<file path="src/rtl/lcd_mono_ctrl.sv">
module lcd_mono_ctrl #(
  parameter int AW    = 15,
  parameter int LW    = 8,
  parameter int DEPTH = 8,
  parameter int BURST = 4,
  parameter int BL    = $clog2(BURST + 1)
)(
  input  logic          clk,
  input  logic          rst_n,
  input  logic          en,
  input  logic [5:0]    cfg_len,
  input  logic [1:0]    cfg_bpp,
  input  logic [LW-1:0] cfg_lines,
  input  logic [AW-1:0] cfg_base,
  output logic          mem_req,
  output logic [AW-1:0] mem_addr,
  output logic [BL-1:0] mem_len,
  input  logic          mem_ack,
  input  logic          mem_valid,
  input  logic [31:0]   mem_data,
  output logic [3:0]    lcd_d,
  output logic          lcd_shift,
  output logic          lcd_line,
  output logic          lcd_frame,
  output logic          underflow
);
  localparam int PW = $clog2(DEPTH);
  localparam int CW = $clog2(DEPTH + 1);
  localparam int OW = CW + 1;
  localparam int FW = LW + 9;

  logic [5:0]    len_q;
  logic [1:0]    bpp_q;
  logic [LW-1:0] lines_q;
  logic [AW-1:0] base_q;

  always_ff @(posedge clk or negedge rst_n)
    if (!rst_n) begin
      len_q <= '0; bpp_q <= '0; lines_q <= '0; base_q <= '0;
    end else if (!en) begin
      len_q <= cfg_len; bpp_q <= cfg_bpp; lines_q <= cfg_lines; base_q <= cfg_base;
    end

  logic [8:0] wpl;
  always_comb
    case (bpp_q)
      2'd0:    wpl = (9'(len_q) + 9'd2) >> 1;
      2'd1:    wpl = 9'(len_q) + 9'd1;
      default: wpl = (9'(len_q) + 9'd1) << 1;
    endcase

  logic [2:0]    gpw_m1;
  logic [FW-1:0] fwords, foff, rem;
  logic [BL-1:0] blen;
  assign gpw_m1 = (bpp_q == 2'd0) ? 3'd7 : (bpp_q == 2'd1) ? 3'd3 : 3'd1;
  assign fwords = FW'(wpl) * (FW'(lines_q) + FW'(1));
  assign rem    = fwords - foff;
  assign blen   = (rem < FW'(BURST)) ? BL'(rem) : BL'(BURST);

  logic [31:0]   fifo [DEPTH];
  logic [PW-1:0] wp, rp;
  logic [CW-1:0] cnt, pending, pend_n;
  logic [OW-1:0] occ;
  logic [15:0]   debt;
  logic          issue, push, pop, empty, room;

  assign occ    = {1'b0, cnt} + {1'b0, pending};
  assign room   = occ <= OW'(DEPTH - BURST);
  assign issue  = en && !mem_req && room;
  assign pend_n = pending + (issue ? CW'(blen) : '0) - CW'(mem_valid);
  assign push   = en && mem_valid && (debt == 16'd0);
  assign empty  = (cnt == '0);

  logic          run, lp_ph;
  logic [7:0]    grp;
  logic [2:0]    wsub;
  logic [LW-1:0] line_q;
  logic [3:0]    frm;
  logic [31:0]   cw, word;
  logic          shifting, need, uf_now;
  logic [3:0]    pix;

  assign shifting = run && !lp_ph;
  assign need     = shifting && (wsub == 3'd0);
  assign pop      = need && !empty;
  assign uf_now   = need && empty;
  assign word     = (wsub != 3'd0) ? cw : (empty ? 32'd0 : fifo[rp]);

  always_comb
    for (int j = 0; j < 4; j++) begin
      logic [4:0] idx;
      case (bpp_q)
        2'd0: begin
          idx    = 5'({wsub, 2'b00}) + 5'(j);
          pix[j] = word[idx];
        end
        2'd1: begin
          idx    = 5'({wsub, 3'b000}) + 5'(2 * j);
          pix[j] = word[idx +: 2] > frm[1:0];
        end
        default: begin
          idx    = 5'({wsub, 4'b0000}) + 5'(4 * j);
          pix[j] = word[idx +: 4] > frm;
        end
      endcase
    end

  assign lcd_shift = shifting;
  assign lcd_line  = run && lp_ph;
  assign lcd_frame = run && (line_q == '0);
  assign lcd_d     = shifting ? pix : 4'd0;

  always_ff @(posedge clk)
    if (push) fifo[wp] <= mem_data;

  always_ff @(posedge clk or negedge rst_n)
    if (!rst_n) begin
      mem_req <= 1'b0; mem_addr <= '0; mem_len <= '0; foff <= '0;
      pending <= '0; debt <= '0; cnt <= '0; wp <= '0; rp <= '0;
      run <= 1'b0; lp_ph <= 1'b0; grp <= '0; wsub <= '0; line_q <= '0;
      frm <= '0; cw <= '0; underflow <= 1'b0;
    end else begin
      pending <= pend_n;
      if (!en) begin
        debt    <= 16'(pend_n);
        mem_req <= mem_req && !mem_ack;
        foff <= '0; cnt <= '0; wp <= '0; rp <= '0;
        run <= 1'b0; lp_ph <= 1'b0; grp <= '0; wsub <= '0; line_q <= '0;
        frm <= '0; underflow <= 1'b0;
      end else begin
        debt <= debt - 16'(mem_valid && debt != 16'd0) + 16'(uf_now);
        if (mem_req && mem_ack) mem_req <= 1'b0;
        else if (issue) begin
          mem_req  <= 1'b1;
          mem_addr <= base_q + AW'(foff);
          mem_len  <= blen;
          foff     <= (foff + FW'(blen) == fwords) ? '0 : foff + FW'(blen);
        end
        if (push) wp <= wp + 1'b1;
        if (pop)  rp <= rp + 1'b1;
        cnt <= cnt + CW'(push) - CW'(pop);
        if (uf_now) underflow <= 1'b1;
        if (need) cw <= word;
        if (!run && cnt >= CW'(BURST)) run <= 1'b1;
        if (shifting) begin
          if (grp == {len_q, 2'b11}) begin
            grp <= '0; wsub <= '0; lp_ph <= 1'b1;
          end else begin
            grp  <= grp + 8'd1;
            wsub <= (wsub == gpw_m1) ? 3'd0 : wsub + 3'd1;
          end
        end else if (lp_ph) begin
          lp_ph <= 1'b0;
          if (line_q == lines_q) begin
            line_q <= '0;
            frm    <= frm + 4'd1;
          end else line_q <= line_q + 1'b1;
        end
      end
    end

  a_r8_no_overflow: assert property (@(posedge clk) disable iff (!rst_n)
    push |-> (cnt < CW'(DEPTH) || pop));
  a_r8_req_hold: assert property (@(posedge clk) disable iff (!rst_n)
    mem_req && !mem_ack |=> mem_req && $stable(mem_addr) && $stable(mem_len));
  a_r2_line_then_shift: assert property (@(posedge clk) disable iff (!rst_n)
    lcd_line && en |=> lcd_shift || !en);
  a_r9_sticky: assert property (@(posedge clk) disable iff (!rst_n)
    en && underflow |=> underflow || !en);
  a_r1_idle: assert property (@(posedge clk) disable iff (!rst_n)
    !en |=> !lcd_shift && !lcd_line && !underflow);
endmodule

</file>
<file path="config.mk">
export PLATFORM = sky130hd
export DESIGN_NAME = lcd_mono_ctrl
export DESIGN_NICKNAME = d
export VERILOG_FILES = /design/src/rtl/lcd_mono_ctrl.sv
export SDC_FILE = /design/constraint.sdc
export NUM_CORES = 1
export LEC_CHECK = 0
export CAP_MARGIN = 20
export CORE_MARGIN = 10
export CORE_UTILIZATION = 60
export CTS_BUF_LIST = sky130_fd_sc_hd__clkbuf_8
export CTS_CLUSTER_DIAMETER = 150
export DETAILED_ROUTE_END_ITERATION = 8
export DONT_BUFFER_PORTS = 1
export GPL_TIMING_DRIVEN = 0
export PLACE_DENSITY = 0.82
export SETUP_SLACK_MARGIN = 0.5
export SLEW_MARGIN = 15
export SYNTH_ARGS = -nofsm -noshare
export SYNTH_HDL_FRONTEND = slang
export SYNTH_SLANG_ARGS = --single-unit
</file>
<file path="constraint.sdc">
create_clock -name clk -period 14.38 [get_ports clk]
set_input_delay 2.876 -clock clk [delete_from_list [all_inputs] [get_ports clk]]
set_output_delay 2.876 -clock clk [all_outputs]
set_load 0.03 [all_outputs]
</file>
# Word level (Yosys, flattened, before mapping)
# Memories as Yosys holds them, arrays and structs flattened.
# Index checks and enable logic that the tools add are counted.
[word_totals]
register_bits = 155
ramBits = 256
inputBits = 68
output_inout_bits = 27
mem_count = 1
[classes]
addsub = 28
multipliers = 1
n_lt_le_gt_ge = 15
n_eq_ne = 17
n_shift = 8
n_mux = 57
bitwise_logic = 1
reduce_logical = 31
[memory_table]
columns = ["memory", "words", "word_bits", "rd", "rd_ports_with_merged_regs", "write_ports", "line", "source"]
rows = [
  ["fifo", 8, 32, 1, 0, 1, "60", "logic [31:0] fifo [DEPTH];"],
]
[ops]
columns = ["cell", "n"]
rows = [
  ["32-bit by 6-bit indexed part select with 2-bit output", 4],
  ["32-bit by 6-bit indexed part select with 4-bit output", 4],
  ["17-bit 2-to-1 mux", 4],
  ["32-bit 2-to-1 mux", 2],
  ["8-bit 2-to-1 mux", 7],
  ["3-bit 2-to-1 mux", 11],
  ["5-bit by 6-bit < comparator with 1-bit output, second input constant", 4],
  ["4-bit 2-to-1 mux", 6],
  ["17-bit by 3-bit adder with 17-bit output", 1],
  ["17-bit equality test", 1],
  ["17-bit by 3-bit < comparator with 1-bit output, second input constant", 1],
  ["9-bit by 9-bit multiplier with 17-bit output", 1],
  ["17-bit subtractor", 1],
  ["16-bit by 1-bit adder with 16-bit output", 1],
  ["8-bit by 1-bit adder with 8-bit output, second input constant", 2],
  ["8-bit equality test", 2],
  ["4-bit greater-than comparator", 4],
  ["16-bit logical NOT", 1],
  ["1-bit 2-to-1 mux", 16],
  ["16-bit 2-to-1 mux", 1],
  ["2-bit by 1-bit inequality test with 1-bit output, second input constant", 8],
  ["8-bit one-hot mux with 2 select lines", 1],
  ["16-bit nonzero test", 1],
  ["16-bit by 1-bit subtractor with 16-bit output", 1],
  ["other kinds (36)", 73],
]

# Depth between registers and ports, before layout
# Gate-level depths: netlist (run 1).
[depth]
depth_word = 12
depth_mapped = 48

# Least setup slack after synthesis (run 1)
# No wires, ideal clock.
[synth_path]
kind = "flip-flop to flip-flop"
start = "reg len_q[2]"
end = "reg foff[12]"
arrival_time_ps = 9875
required_time_ps = 14261
slack_ps = 4387
path_stages_with_launch = 46
path_buffers = 2
synth_period_minus_slack_ps = 9993
path_cell_list = "dfrtp_1 -> ha_1 -> nand4_1 -> xnor2_1 -> a22oi_1 -> nor2_1 -> a21oi_1 -> nor2_1 -> fa_1 -> inv_1 -> fa_1 -> inv_1 -> fa_1 -> inv_1 -> fa_1 -> inv_1 -> ha_1 -> nor3_1 -> (+10 left out) -> or3b_1 -> o211a_1 -> a2111o_1 -> buf_2 -> nor2_1 -> ha_1 -> ha_1 -> a21o_1 -> nand2_1 -> or2_2 -> a21oi_1 -> o211ai_1 -> a21o_1 -> or4_1 -> or4_4 -> o41ai_4 -> buf_6 -> nor2_1"
[synth_via]
elab_chain_len = 12
word_cells_on_any_way = 13
cone_classes = "4 x add/sub; 1 x mul; 1 x order compare; 1 x eq/ne; 6 x mux"
[synth_lines]
columns = ["item", "line", "source"]
rows = [
  ["start: declaration", "32", "logic [5:0] len_q;"],
  ["start signal: assignment", "41", "len_q <= cfg_len; bpp_q <= cfg_bpp; lines_q <= cfg_lines; base_q <= cfg_base;"],
  ["6-bit by 2-bit adder with 7-bit output / 6-bit by 1-bit adder with 7-bit output (equally long branches)", "47, 48, 49", ""],
  ["8-bit one-hot mux with 2 select lines *", "46", "case (bpp_q)"],
  ["9-bit by 9-bit multiplier with 17-bit output *", "56", "assign fwords = FW'(wpl) * (FW'(lines_q) + FW'(1));"],
  ["17-bit subtractor *", "57", "assign rem = fwords - foff;"],
  ["17-bit by 3-bit < comparator with 1-bit output", "58", "assign blen = (rem < FW'(BURST)) ? BL'(rem) : BL'(BURST);"],
  ["3-bit 2-to-1 mux *", "58", ""],
  ["net blen[2]", "54", "logic [BL-1:0] blen;"],
  ["17-bit by 3-bit adder with 17-bit output *", "137", "foff <= (foff + FW'(blen) == fwords) ? '0 : foff + FW'(blen);"],
  ["17-bit equality test", "137", ""],
  ["17-bit 2-to-1 mux *", "137", ""],
  ["17-bit 2-to-1 mux *", "133", "else if (issue) begin"],
  ["17-bit 2-to-1 mux *", "132", "if (mem_req && mem_ack) mem_req <= 1'b0;"],
  ["17-bit 2-to-1 mux *", "124", "if (!en) begin"],
  ["end signal: assignment", "137", ""],
  ["end: declaration", "53", "logic [FW-1:0] fwords, foff, rem;"],
]
# The timed path passes the listed nets; every way through them passes the cells marked *. The select of a mux whose other input is x is not followed.
# A chain may end at the register's enable or synchronous reset.

# Worst setup path after layout (run 1)
[layout_path]
start = "reg bpp_q[0]"
end = "reg foff[12]"
[layout_via]
elab_chain_len = 12
word_cells_on_any_way = 13
cone_classes = "2 x add/sub; 1 x mul; 1 x order compare; 2 x eq/ne; 6 x mux; 1 x reduce/logical"
[layout_lines]
columns = ["item", "line", "source"]
rows = [
  ["start: declaration", "33", "logic [1:0] bpp_q;"],
  ["start signal: assignment", "41", ""],
  ["2-bit by 1-bit equality test with 1-bit output / 2-bit logical NOT (equally long branches)", "46", ""],
  ["8-bit one-hot mux with 2 select lines *", "46", ""],
  ["9-bit by 9-bit multiplier with 17-bit output *", "56", ""],
  ["17-bit subtractor *", "57", ""],
  ["17-bit by 3-bit < comparator with 1-bit output", "58", ""],
  ["3-bit 2-to-1 mux *", "58", ""],
  ["net blen[2]", "54", ""],
  ["17-bit by 3-bit adder with 17-bit output *", "137", ""],
  ["17-bit equality test", "137", ""],
  ["17-bit 2-to-1 mux *", "137", ""],
  ["17-bit 2-to-1 mux *", "133", ""],
  ["17-bit 2-to-1 mux *", "132", ""],
  ["17-bit 2-to-1 mux *", "124", ""],
]
# Marks and branches as above.

==> qor.csv, run 1 <==
stage;metric;value;unit
status;run status;complete, no violations;
placed_design;routability congestion estimate;0.944;
grt;largest net degree at the start of global routing;156;
die;Die ar.;47300;um2
detailed_routing;Met2 Wirelength;28.8;mm
synthesis;Cell Area, Synth;23400;um2
detailed_routing;routed length on met1;22.0;mm
grt;number of global-route vias before repair;16600;
sta;RSZ-0062 raised after global routing;false;
synthesis;top_reg_cell synth;sky130_fd_sc_hd__edfxtp_1;
clock_network;PostCTS Resize Cnt;0;
grt;global-route wire length before repair;89.0;mm
synthesis;Mean Syn Cell Area;11.9;um2
detailed_routing;First DRT Iteration DRCs;1186;
worst_hold_path;worst hold path depth;2;
worst_hold_path;launch point of the worst hold path;cw[22];
die;horizontal extent of the die;218;um
die;floorplan row count;72;
worst_setup_path;Setup crit end kind;register;
sta;part of the cycle the worst path needs;0.827;
power;Power Dens Cells;222;nW/um2
worst_setup_path;Critical Path Start Type;register;
die;die extent in y;218;um
die;core box area;38600;um2
synthesis;number of distinct standard cells referenced by the synthesized netlist;73;
clock_network;# H-tree levels;3;
sta;Setup TNS;0;ns
clock_network;Num CTS Buffers;67;
power;Tot Pwr;0.00569;W
detailed_routing;detailed-route via count;15800;
worst_setup_path;required time of the worst setup path;14.88;ns
sta;Slew headroom;0.285;
worst_setup_path;end of the worst register-to-register path;foff[12];
sta;measured slew at the worst slew-check pin;1.06;ns
sta;final setup fails;0;
clock_network;CTS Root Buffer Type;sky130_fd_sc_hd__clkbuf_8;
layout;number of fillers in the final layout;2753;
clock_network;Post-CTS Repair Setup Buffers;0;
synthesis;Post-synth EDFFs;256;
power;static power due to leakage;10.2;nW
placed_design;post-detail-place hpwl;40.8;mm
synthesis;synthesized netlist net count;2227;
detailed_routing;overall routed net length;56.1;mm
worst_hold_path;endpoint of the worst hold path;cw[22];
worst_setup_path;Critical Path Fanout Max;10;
clock_network;number of clock sinks;411;
worst_setup_path;Crit path arrival time;12.39;ns
sta;count of endpoints failing hold in the final timing report;0;
layout;final layout net count;2310;
power;Peak VDD IR;228;uV
synthesis;post-synthesis instance total;1967;
sta;maximum clock frequency;84.1;MHz
worst_hold_path;Hold Crit Class;register to register;
detailed_routing;ratio of routed vias to standard cells;6.04;
placed_design;number of input and output port buffers inserted;0;
layout;Layout Cells excl Fill;2623;
clock_network;TritonCTS clock tree;done;
detailed_routing;Antenna Nets Post-Route;0;
detailed_routing;highest metal layer with signal wires;met4;
grt;number of antenna violations at the first check in global routing;2;
sta;Max Slew Vio Count;0;
layout;flip-flop and latch area;11600;um2
synthesis;flip-flop and latch count after synthesis;411;
detailed_routing;length of routed met3 wiring;3.26;mm
layout;proportion of layout cells with a drive suffix above 1;0.131;
layout;area overhead of the layout relative to synthesis;9.71;%
layout;area of combinational cells with multiple inputs;11000;um2
run;Max Cap Violations;0;
worst_setup_path;beginning of the worst register-to-register path;bpp_q[0];
worst_setup_path;Max stage delay cell, worst path;sky130_fd_sc_hd__o21ai_1;
synthesis;async set or reset register ratio after synthesis;0.377;
die;Top-Level Pins;95;
clock_network;hold-fix buffers at CTS;0;
worst_setup_path;path depth of the worst reg2reg path;42;
clock_network;CTS max path bufs;3;
detailed_routing;post-route DRC violation count;0;
sta;final worst path period need;11.89;ns
grt;GRT overflow;0;
die;Initial Utilization;0.606;
detailed_routing;WL/cell;21.4;um
worst_setup_path;flop-to-flop setup slack;2.49;ns
worst_setup_path;WS Path Type;register to register;
placed_design;number of placed cells counting well taps;2499;
sta;final setup skew;0.0282;ns
worst_setup_path;peak per-stage delay on the critical path;0.60;ns
synthesis;part of the Yosys area used for sequential elements;0.494;
synthesis;warnings from Yosys;0;
grt;global router's overall resource usage;0.238;
detailed_routing;number of iterations in the first detailed-routing pass;5;
clock_network;Worst-path clk slew;0.06;ns
clock_network;clock latency of the later-clocked register in the worst-skew pair;0.63;ns
-- layout by cell type (no fill, tap or decap), types with 9 or more instances in the layout --
cell                       count
sky130_fd_sc_hd__dfrtp_1     155
sky130_fd_sc_hd__nand3_1      33
sky130_fd_sc_hd__ha_1        143
sky130_fd_sc_hd__xnor2_1      73
sky130_fd_sc_hd__mux2i_1      39
sky130_fd_sc_hd__a21o_1       27
sky130_fd_sc_hd__inv_1       172
sky130_fd_sc_hd__nor3_1       27
sky130_fd_sc_hd__o21ai_0      86
sky130_fd_sc_hd__clkbuf_8     76
sky130_fd_sc_hd__edfxtp_1    256
sky130_fd_sc_hd__and2_1       29
sky130_fd_sc_hd__nor2b_1      25
sky130_fd_sc_hd__mux4_2       64
sky130_fd_sc_hd__or3_1        12
sky130_fd_sc_hd__or2_2        20
sky130_fd_sc_hd__o21bai_1     11
sky130_fd_sc_hd__nor2_1      180
sky130_fd_sc_hd__xor2_1       43
sky130_fd_sc_hd__a31oi_1      11
sky130_fd_sc_hd__buf_1        13
sky130_fd_sc_hd__a221oi_1      9
sky130_fd_sc_hd__a211oi_1     16
sky130_fd_sc_hd__clkbuf_1     58
sky130_fd_sc_hd__a21oi_1      83
sky130_fd_sc_hd__o21a_1       10
sky130_fd_sc_hd__nand4_1      12
sky130_fd_sc_hd__fa_1         49
sky130_fd_sc_hd__nand2b_1     31
sky130_fd_sc_hd__nand2_1     115
sky130_fd_sc_hd__mux2_2       64
sky130_fd_sc_hd__and3_1       11
-- routing by layer --
layer / up-vias / global-route usage
li1: 7285 / -
met1: 7863 / 0.282
met2: 541 / 0.414
met3: 145 / 0.0479
met4: 0 / 0.0997
met5: - / 0
-- power breakdown --
group,internal [W],switching (W)
Combinational,0.00131,0.00187
Clock,0.000546,0.000475
Sequential,0.00137,0.000126
-- state kept, by name, summed over array words and instances, names as in the netlist, 2 cells and up --
name and count:
base_q 15, bpp_q 2, cnt 4, cw 32
debt 16, fifo 256, foff 17, frm 4
grp 8, len_q 6, line_q 8, lines_q 8
mem_addr 15, mem_len 3, pending 4, rp 3
wp 3, wsub 3
-- worst max-delay path, delay by kind of cell (launching register included) --
family                     cells  cell delay [ns]
DFF                            1             0.34
AOI/OAI and AO/OA             15             3.64
buffers and inverters          9             1.69
xor gates and xnor gates       1             0.40
adders and majority gates      8             3.29
and+or+nand+nor                9             2.38
-- synthesized netlist by cell type (7+ instances only) --
cell	count	area, um2
sky130_fd_sc_hd__o21bai_1	11	82.6
sky130_fd_sc_hd__a211o_1	7	61.3
sky130_fd_sc_hd__nand3_1	33	165
sky130_fd_sc_hd__and2_1	29	181
sky130_fd_sc_hd__mux4_2	64	1440
sky130_fd_sc_hd__or3_1	12	75.1
sky130_fd_sc_hd__nand2b_1	31	194
sky130_fd_sc_hd__or2_2	20	125
sky130_fd_sc_hd__a211oi_1	16	120
sky130_fd_sc_hd__buf_1	13	48.8
sky130_fd_sc_hd__fa_1	49	981
sky130_fd_sc_hd__a21oi_1	83	415
sky130_fd_sc_hd__nor4_1	9	56.3
sky130_fd_sc_hd__a31oi_1	11	68.8
sky130_fd_sc_hd__nand4_1	12	75.1
sky130_fd_sc_hd__a221oi_1	9	78.8
sky130_fd_sc_hd__o21a_1	10	75.1
sky130_fd_sc_hd__nor2_1	186	698
sky130_fd_sc_hd__inv_1	148	556
sky130_fd_sc_hd__clkbuf_1	58	218
sky130_fd_sc_hd__ha_1	143	1790
sky130_fd_sc_hd__edfxtp_1	256	7690
sky130_fd_sc_hd__nor2b_1	25	156
sky130_fd_sc_hd__mux2i_1	39	390
sky130_fd_sc_hd__nor3_1	30	150
sky130_fd_sc_hd__xor2_1	43	377
sky130_fd_sc_hd__mux2_2	64	721
sky130_fd_sc_hd__xnor2_1	73	639
sky130_fd_sc_hd__nand2_1	115	432
sky130_fd_sc_hd__a21o_1	27	203
sky130_fd_sc_hd__o21ai_0	86	430
sky130_fd_sc_hd__and3_1	11	68.8
sky130_fd_sc_hd__dfrtp_1	155	3880
-- final cells by class --
cell class              count  area share
flip-flops and latches    411       0.450
multi-input cells        1330       0.430
clock buffers              76      0.0407
well taps                 518      0.0252
inverters                 149      0.0218
clock inverters            46      0.0121
plain buffers              77      0.0120
repair buffers             14     0.00774
diodes                      2    0.000195
-- cells by family (layout without fill, tap and decap cells) --
logic type	Yosys count	after routing	synth area share
buf+inv	226	362	0.0371
mux	167	167	0.109
flops	411	411	0.494
compound gates	328	328	0.0909
simple gates	526	526	0.106
fa+ha+maj	192	192	0.118
xor+xnor	117	117	0.0444
other cells	0	2	0
-- per-stage QoR --
step | cell area [um2] | setup slack [ns] | hold slack (ns) | utilization
after global placement | 24100 | 2.75 | 0.463 | 0.623
after global routing | 25700 | 1.74 | 0.515 | 0.665
final | 25700 | 2.49 | 0.485 | 0.665
after floorplan | 23400 | 4.39 | 0.450 | -
after detailed placement | 24300 | 2.72 | 0.477 | 0.630
after CTS | 25700 | 2.70 | 0.488 | 0.665
-- worst max-delay path by stage --
| stage | start | end | slack [ns] | cells after the start |
|---|---|---|---|---|
| after floorplan | len_q[2] | foff[12] | 4.39 | 45 |
| after global placement | bpp_q[0] | foff[16] | 2.75 | 44 |
| after detailed placement | bpp_q[0] | foff[16] | 2.72 | 44 |
| after CTS | bpp_q[0] | foff[12] | 2.70 | 42 |
| after global routing | bpp_q[0] | foff[12] | 1.74 | 44 |
| final | bpp_q[0] | foff[12] | 2.49 | 42 |
Power figures use the tool's default switching activity.
==> inputs of run 2 (changes only) <==
==> constraint.sdc (replaced) <==
create_clock -name clk -period 11.1 [get_ports clk]
set_input_delay 2.22 -clock clk [delete_from_list [all_inputs] [get_ports clk]]
set_output_delay 2.22 -clock clk [all_outputs]
set_load 0.03 [all_outputs]
==> run 2 against run 1 <==
  * Flip-flop and latch count is the same
  * Sequential share of layout area shrank 1.5 points
  * Wire length grew 3.0%
  * Hold slack gained 0.0050 ns
  * Fmax grew 15%
  * First-iteration DRC count grew 8.0%
  * Critical endpoint is now foff[6]
  * Cell count grew 1.4%
  * Clock-buffer cell count is the same
==> qor.csv, run 2 (synthesis gave the netlist of run 1 again) <==
stage;metric;value;unit
sta;final setup skew;0.0282;ns
clock_network;Worst-path clk slew;0.06;ns
clock_network;Num CTS Buffers;67;
grt;number of global-route vias before repair;16700;
clock_network;CTS Root Buffer Type;sky130_fd_sc_hd__clkbuf_8;
die;Die ar.;47300;um2
worst_setup_path;dominant delay contributor by cell family on the critical path;adder cells;
die;die extent in y;218;um
detailed_routing;post-route DRC violation count;0;
worst_setup_path;required time of the worst setup path;11.60;ns
power;Peak VDD IR;336;uV
layout;area overhead of the layout relative to synthesis;13.5;%
layout;Layout Cells excl Fill;2661;
worst_setup_path;Crit path arrival time;10.83;ns
placed_design;Post-DP Area;24300;um2
sta;count of endpoints failing hold in the final timing report;0;
sta;measured slew at the worst slew-check pin;1.08;ns
placed_design;routability congestion estimate;0.944;
sta;final worst path period need;10.33;ns
detailed_routing;ratio of routed vias to standard cells;6.03;
detailed_routing;detailed-route via count;16100;
status;run status;complete, no violations;
sta;Slew headroom;0.276;
die;horizontal extent of the die;218;um
sta;final setup fails;0;
die;floorplan row count;72;
clock_network;clock latency of the later-clocked register in the worst-skew pair;0.63;ns
worst_setup_path;Setup crit end kind;register;
power;Power Dens Cells;300;nW/um2
clock_network;CTS max path bufs;3;
layout;largest registers;fifo x256, cw x32, foff x17;
grt;global-route wire length before repair;89.8;mm
grt;GRT overflow;0;
layout;finished layout cell area;26600;um2
worst_setup_path;Critical Path Start Type;register;
layout;final layout net count;2348;
layout;number of fillers in the final layout;2622;
detailed_routing;number of iterations in the first detailed-routing pass;5;
clock_network;# H-tree levels;3;
worst_setup_path;Buf/Inv on CP;7;
detailed_routing;Antenna Nets Post-Route;0;
placed_design;post-detail-place hpwl;40.8;mm
detailed_routing;WL/cell;21.7;um
worst_hold_path;Hold Crit Class;register to register;
sta;Max Slew Vio Count;0;
run;Max Cap Violations;0;
grt;largest net degree at the start of global routing;156;
die;Top-Level Pins;95;
detailed_routing;overall routed net length;57.8;mm
sta;hold slack;0.490;ns
die;core box area;38600;um2
power;static power due to leakage;10.5;nW
die;Initial Utilization;0.606;
clock_network;TritonCTS clock tree;done;
worst_setup_path;WS Path Type;register to register;
worst_setup_path;Critical Path Fanout Max;9;
layout;Top reg by flops;fifo;
placed_design;number of placed cells counting well taps;2499;
layout;commonest cells after routing, fill and taps aside;256 x sky130_fd_sc_hd__edfxtp_1, 169 x sky130_fd_sc_hd__inv_1, 169 x sky130_fd_sc_hd__nor2_1, 149 x sky130_fd_sc_hd__dfrtp_1, 130 x sky130_fd_sc_hd__ha_1;
clock_network;number of clock sinks;411;
sta;RSZ-0062 raised after global routing;false;
grt;global router's overall resource usage;0.240;
grt;number of antenna violations at the first check in global routing;2;
layout;proportion of layout cells with a drive suffix above 1;0.189;
clock_network;hold-fix buffers at CTS;0;
layout;utilization after layout;0.688;
worst_setup_path;peak per-stage delay on the critical path;0.56;ns
power;Tot Pwr;0.00798;W
detailed_routing;First DRT Iteration DRCs;1281;
placed_design;number of input and output port buffers inserted;0;
sta;maximum clock frequency;96.8;MHz
layout;most common cell after layout, fill and taps aside;sky130_fd_sc_hd__edfxtp_1;
worst_setup_path;Max stage delay cell, worst path;sky130_fd_sc_hd__fa_1;
sta;part of the cycle the worst path needs;0.931;
layout;max FFs per register;256;
-- run 2: repair_timing --
| item | in CTS | in global routing |
|---|---|---|
| gates cloned | 1 | 0 |
| endpoints found under the setup margin | 17 | 17 |
| setup buffers | 15 | 22 |
| resized for setup | 52 | 84 |
| pin swaps | 11 | 48 |
-- run 2: final cells by class --
class | instances | area [um2] | share of cell area
clock buffer | 76 | 1050 | 0.0394
tap | 518 | 648 | 0.0244
timing repair buffer | 52 | 492 | 0.0185
antenna | 2 | 5.00 | 0.000188
buffer | 77 | 335 | 0.0126
inverter | 149 | 559 | 0.0210
clock inverter | 46 | 310 | 0.0117
sequential | 411 | 11600 | 0.436
multi-input combinational | 1330 | 11600 | 0.437
-- run 2: metal layers --
layer,vias up,GRT usage,part of all wire
met5,-,0,0
met4,0,0.101,0.035
met3,143,0.0477,0.058
met2,554,0.418,0.52
met1,8005,0.284,0.38
li1,7349,-,-
-- run 2: worst reg2reg max path: cells and delay by family (launching register included) --
family / cells / cell delay [ns]
simple gates: 10 / 2.38
fa+ha+maj: 7 / 2.93
xor+xnor: 3 / 0.55
compound gates: 14 / 2.88
buf+inv: 7 / 1.12
flops: 1 / 0.32
-- run 2: stage by stage --
step / setup TNS, ns / setup WS [ns]
6_report: 0 / 0.771
5_1_grt: 0 / 0.152
4_1_cts: 0 / 0.515
3_5_place_dp: -7.69 / -0.555
3_3_place_gp: -7.33 / -0.533
2_1_floorplan: 0 / 1.11
-- run 2: report_power, final --
part           internal, W  switching [W]
registers          0.00177       0.000164
logic              0.00203        0.00269
clock network     0.000708       0.000615
-- run 2: path summary, 6_finish.rpt --
check	startpoint	endpoint	slack (ns)	cells after the start
setup / recovery	len_q[3]	foff[6]	0.77	41
hold / removal	cw[22]	cw[22]	0.49	2
setup reg to reg	len_q[3]	foff[6]	0.77	41
hold reg to reg	cw[22]	cw[22]	0.49	2
max in group asynchronous	rst_n	len_q[0]	9.46	0
min in group asynchronous	rst_n	mem_addr[8]	1.30	0
